`config.mk`:
```
export PLATFORM = sky130hd
export DESIGN_NAME = order_watch
export DESIGN_NICKNAME = d
export VERILOG_FILES = /design/src/rtl/order_watch.sv
export SDC_FILE = /design/constraint.sdc
export NUM_CORES = 1
export LEC_CHECK = 0
export BUFFER_PORTS_ARGS = -buffer_cell sky130_fd_sc_hd__buf_2
export CORE_AREA = 2 2 39 41
export DETAILED_ROUTE_END_ITERATION = 6
export DIE_AREA = 0 0 41 43
export SLEW_MARGIN = 20
export SYNTH_ARGS = -nofsm -noshare
export SYNTH_HDL_FRONTEND = slang
export SYNTH_SLANG_ARGS = --single-unit
```
`constraint.sdc`:
```
create_clock -name clk -period 1.2 [get_ports clk]
set_input_delay 0.06 -clock clk [delete_from_list [all_inputs] [get_ports clk]]
set_output_delay 0.06 -clock clk [all_outputs]
set_load 0.01 [all_outputs]
```
`src/rtl/order_watch.sv`:
```
module order_watch (
  input  logic clk,
  input  logic rst,
  input  logic arm_i,
  input  logic lead_i,
  input  logic fault_i,
  output logic waiting_o,
  output logic hit_o,
  output logic latched_o,
  output logic clean_o
);

  logic breach;
  logic release_ok;

  assign breach     = waiting_o & fault_i;
  assign release_ok = waiting_o & lead_i & ~fault_i;
  assign clean_o    = ~latched_o;

  always_ff @(posedge clk) begin
    if (rst) begin
      waiting_o <= 1'b0;
      hit_o     <= 1'b0;
      latched_o <= 1'b0;
    end else begin
      hit_o     <= breach;
      if (breach) latched_o <= 1'b1;
      waiting_o <= arm_i | (waiting_o & ~breach & ~release_ok);
    end
  end

  assert_arm_opens_R2: assert property (@(posedge clk) disable iff (rst)
    arm_i |=> waiting_o);

  assert_release_closes_R3: assert property (@(posedge clk) disable iff (rst)
    (waiting_o && lead_i && !fault_i && !arm_i) |=> (!waiting_o && !hit_o));

  assert_fault_pulses_R4: assert property (@(posedge clk) disable iff (rst)
    (waiting_o && fault_i) |=> hit_o);

  assert_no_stray_pulse_R5: assert property (@(posedge clk) disable iff (rst)
    !(waiting_o && fault_i) |=> !hit_o);

  assert_latch_holds_R6: assert property (@(posedge clk) disable iff (rst)
    latched_o |=> latched_o);

  assert_latch_with_pulse_R6: assert property (@(posedge clk) disable iff (rst)
    $rose(latched_o) |-> hit_o);

  assert_idle_ignores_R7: assert property (@(posedge clk) disable iff (rst)
    (!waiting_o && !arm_i) |=> (!waiting_o && !hit_o));

  assert_quiet_keeps_R9: assert property (@(posedge clk) disable iff (rst)
    (waiting_o && !lead_i && !fault_i) |=> waiting_o);

endmodule

```
### Yosys cells after proc, flatten, opt, wreduce, memory -nomap -nowiden

Index checks and enable logic that the tools add are counted.

* flip-flop bits (word level): 3
* output and inout bits: 4
* word-level logic and storage cells: 13

* bitwise logic cells: 10

Operators with widths (number)
* bitwise AND 1 bit: 5
* NOT 1 bit: 4
* bitwise OR 1 bit: 1

### Logic depth before layout (Yosys ltp)

* word-level depth: 5
* gate-level depth with buffers: 2

### Least setup slack after synthesis

No wires, ideal clock.

* kind: register to register
* start point: register waiting_o
* end point: register waiting_o
* setup time: 0.070 ns
* data arrival time: 0.831 ns
* required time: 1.130 ns
* path slack: 0.299 ns
* cell stages (with the launch flop): 3
* cell sequence: dfxtp_1 -> or3b_1 -> a21oi_1

* word-level cells in the longest chain between the ends: 5

Ends and longest elaborated chain
* start: declaration: line 7 `output logic waiting_o,`
* start signal: assignment: line 28 `waiting_o <= arm_i | (waiting_o & ~breach & ~release_ok);`
* bitwise AND 1 bit (on tied branches): line 16, 17
* NOT 1 bit / bitwise AND 1 bit (equally long branches): line 28, 17
* bitwise AND 1 bit / NOT 1 bit (equally long branches): line 28
* bitwise AND 1 bit *: line 28
* bitwise OR 1 bit *: line 28

Mark *: on every way between the ends. The rest lies on a longest branch, timed or not.
A chain may end at the register's enable or synchronous reset.

### Final worst setup path

Same ends and word-level chain as after synthesis.

==> flow_metrics.env <==
export IMPL_status="finished clean"
export IMPL_maxCapViolCount=0
export IMPL_period_minus_slack_ps=880.5
export IMPL_setup_tns_ps=0
export IMPL_die_y_um=43
export IMPL_synth_edff_count=0
export IMPL_power_leakage_uw=0.00008844
export IMPL_core_area_um2=1384
export IMPL_grt_max_degree=4
export IMPL_fin_skew_ps=2.461
export IMPL_numPortBuffers=8
export IMPL_post_cts_buffers=0
export IMPL_p_seq_share_pct=35.0
export IMPL_p_int_uw=241.7
export IMPL_drtIter0Drc=0
export IMPL_ys_seq_area_share_pct=64.00
export IMPL_fin_nets=28
export IMPL_p_sw_share_pct=21.11
export IMPL_crit_arrival_ps=1040
export IMPL_rsz0062_at_grt="no"
export IMPL_rows=14
export IMPL_syn_to_final_growth_pct=92.00
export IMPL_cts_max_path_buffers=2
export IMPL_dpl_cell_area_um2=153.9
export IMPL_drv_slew=0
export IMPL_setup_slack_ps=319.5
export IMPL_cp_cell_sequence="or3b_1 -> a21oi_1"
export IMPL_grt_pass1_wl_um=345
export IMPL_clockPowerShare_pct=57.4
export IMPL_ys_ff_latch=3
export IMPL_antenna_found_initial=0
export IMPL_cts_sinks=3
export IMPL_clock_latency_ps=230
export IMPL_worst_path_buf_inv=0
export IMPL_critPathMaxFanout=3
export IMPL_gp_congestion=0.4182
export IMPL_cts_tree="done"
export IMPL_powerDensity_nw_per_um2=1700
export IMPL_io_pins=9
export IMPL_drc=0
export IMPL_post_cts_resize_count=0
export IMPL_peakVddDrop_v=0.0002525
export IMPL_cts_hold_buf=0
export IMPL_synth_distinct_cells=6
export IMPL_avgSynthCellArea_um2=9.384
export IMPL_clk_pin_slew_ps=40
export IMPL_postRouteAntennaNets=0
export IMPL_endpoint_kind="register"
export IMPL_yosysWarnings=0
export IMPL_relSlewSlack_pct=93.13
export IMPL_cts_buffers=3
export IMPL_finalHoldViolCount=0
export IMPL_yosys_area_top_type="dfxtp_1"
export IMPL_slowest_stage="or3b_1"
export IMPL_vias=105
export IMPL_final_cell_area_um2=180.2
export IMPL_wl_per_cell_um=6.263
export IMPL_vias_per_cell=2.763
export IMPL_period_share_pct=73.37
export IMPL_dieArea_um2=1763
export IMPL_critPathTopFamily="simple AND/OR/NAND/NOR gates"
export IMPL_diodes=0
export IMPL_die_w_um=41
export IMPL_tightest_slew_ps=103.0
export IMPL_async_reset_ff_share_pct=0
export IMPL_synth_area_leaders="dfxtp_1, a21oi_1, or3b_1"
export IMPL_start_util_pct=6.781
export IMPL_slowest_delay_ps=340
export IMPL_final_setup_viol_count=0
export IMPL_cp_data_required_time_ps=1360
export IMPL_synthFlopType="dfxtp_1"
export IMPL_switchingPower_uw=64.66
export IMPL_worstSetupPathType="reg -> reg"
export IMPL_p_total_uw=306.4
export IMPL_dpl_worst_slack_ps=315.1
export IMPL_yosys_top_cells_count="dfxtp_1, a21oi_1, inv_1"
export IMPL_drive_above_1_share_pct=50.00
export IMPL_htreeDepth=1
export IMPL_whs_ps=17.28
export IMPL_critPathLaunchType="register"
export IMPL_root_buffer="clkbuf_4"
export IMPL_synthCells=10
export IMPL_track_usage_pct=3.800
export IMPL_fmax_ghz=1.136
export IMPL_syn_nets=15
export IMPL_grt_pass1_vias=112
export IMPL_overflow=0
export IMPL_combPwrFrac_pct=7.6
export IMPL_netlist_area_um2=93.84
export IMPL_hp_class="in -> reg"
export IMPL_synth_most_common_cell="dfxtp_1"
export IMPL_yosysTopAreaCellShare_pct=64.00
export IMPL_wl_um=238
export IMPL_drtPass1Iterations=1
sequential cells by signal (all words and copies together) (netlist names):
name and flops:
hit_o 1, waiting_o 1, latched_o 1
cells by family after synthesis:
logic type / after synthesis / share of synthesized area, %
DFF: 3 / 64.00
and+or+nand+nor: 3 / 17.33
buffers and inverters: 2 / 8.003
AOI/OAI and AO/OA: 2 / 10.67
power groups by stage:
stage	Clock [µW]	Sequential (µW)	Combinational, µW
after floorplan	0	112	6.49
after global placement	0	109	23.3
after detailed placement	0	109	23.7
after CTS	188	107	23.8
after global routing	201	108	26.5
final	176	107	23.2
worst reg2reg max path: stages, from the launching register on:
cell and delay [ps]:
dfxtp_1 330, or3b_1 340, a21oi_1 140
routing by layer:
metal	global-route usage (%)	routed length, µm
met5	0	0
met4	8.000	0
met3	3.141	35
met2	5.313	113
met1	0.9524	90
layout by cell type, fill, tap and decap left out:
master | netlist | routed
inv_1 | 2 | 2
nand2_1 | 1 | 1
clkbuf_4 | 0 | 3
buf_2 | 0 | 8
or3b_1 | 1 | 1
dfxtp_1 | 3 | 3
clkbuf_1 | 0 | 1
nor2_1 | 1 | 1
a21oi_1 | 2 | 2
worst paths after layout:
kind,start,cells past startpoint,end,slack (ps)
worst min register to register,latched_o,2,latched_o,460
worst min-delay path,rst,2,latched_o,20
worst max-delay path,waiting_o,2,waiting_o,320
worst max register to register,waiting_o,2,waiting_o,320
stage by stage:
step                      cells  utilization [%]
after global placement       34            11.12
after detailed placement     34            11.12
after CTS                    38            13.02
final                        38            13.02
after floorplan              10                -
after global routing         38            13.02
area by class of cell:
type	instances	area, µm²
inverter	2	7.507
fill	159	1204
timing repair buffer	8	40.04
clock buffer	4	26.28
sequential	3	60.06
multi-input combinational	5	26.28
tap	16	20.02
(Power assumes the default switching activity.)
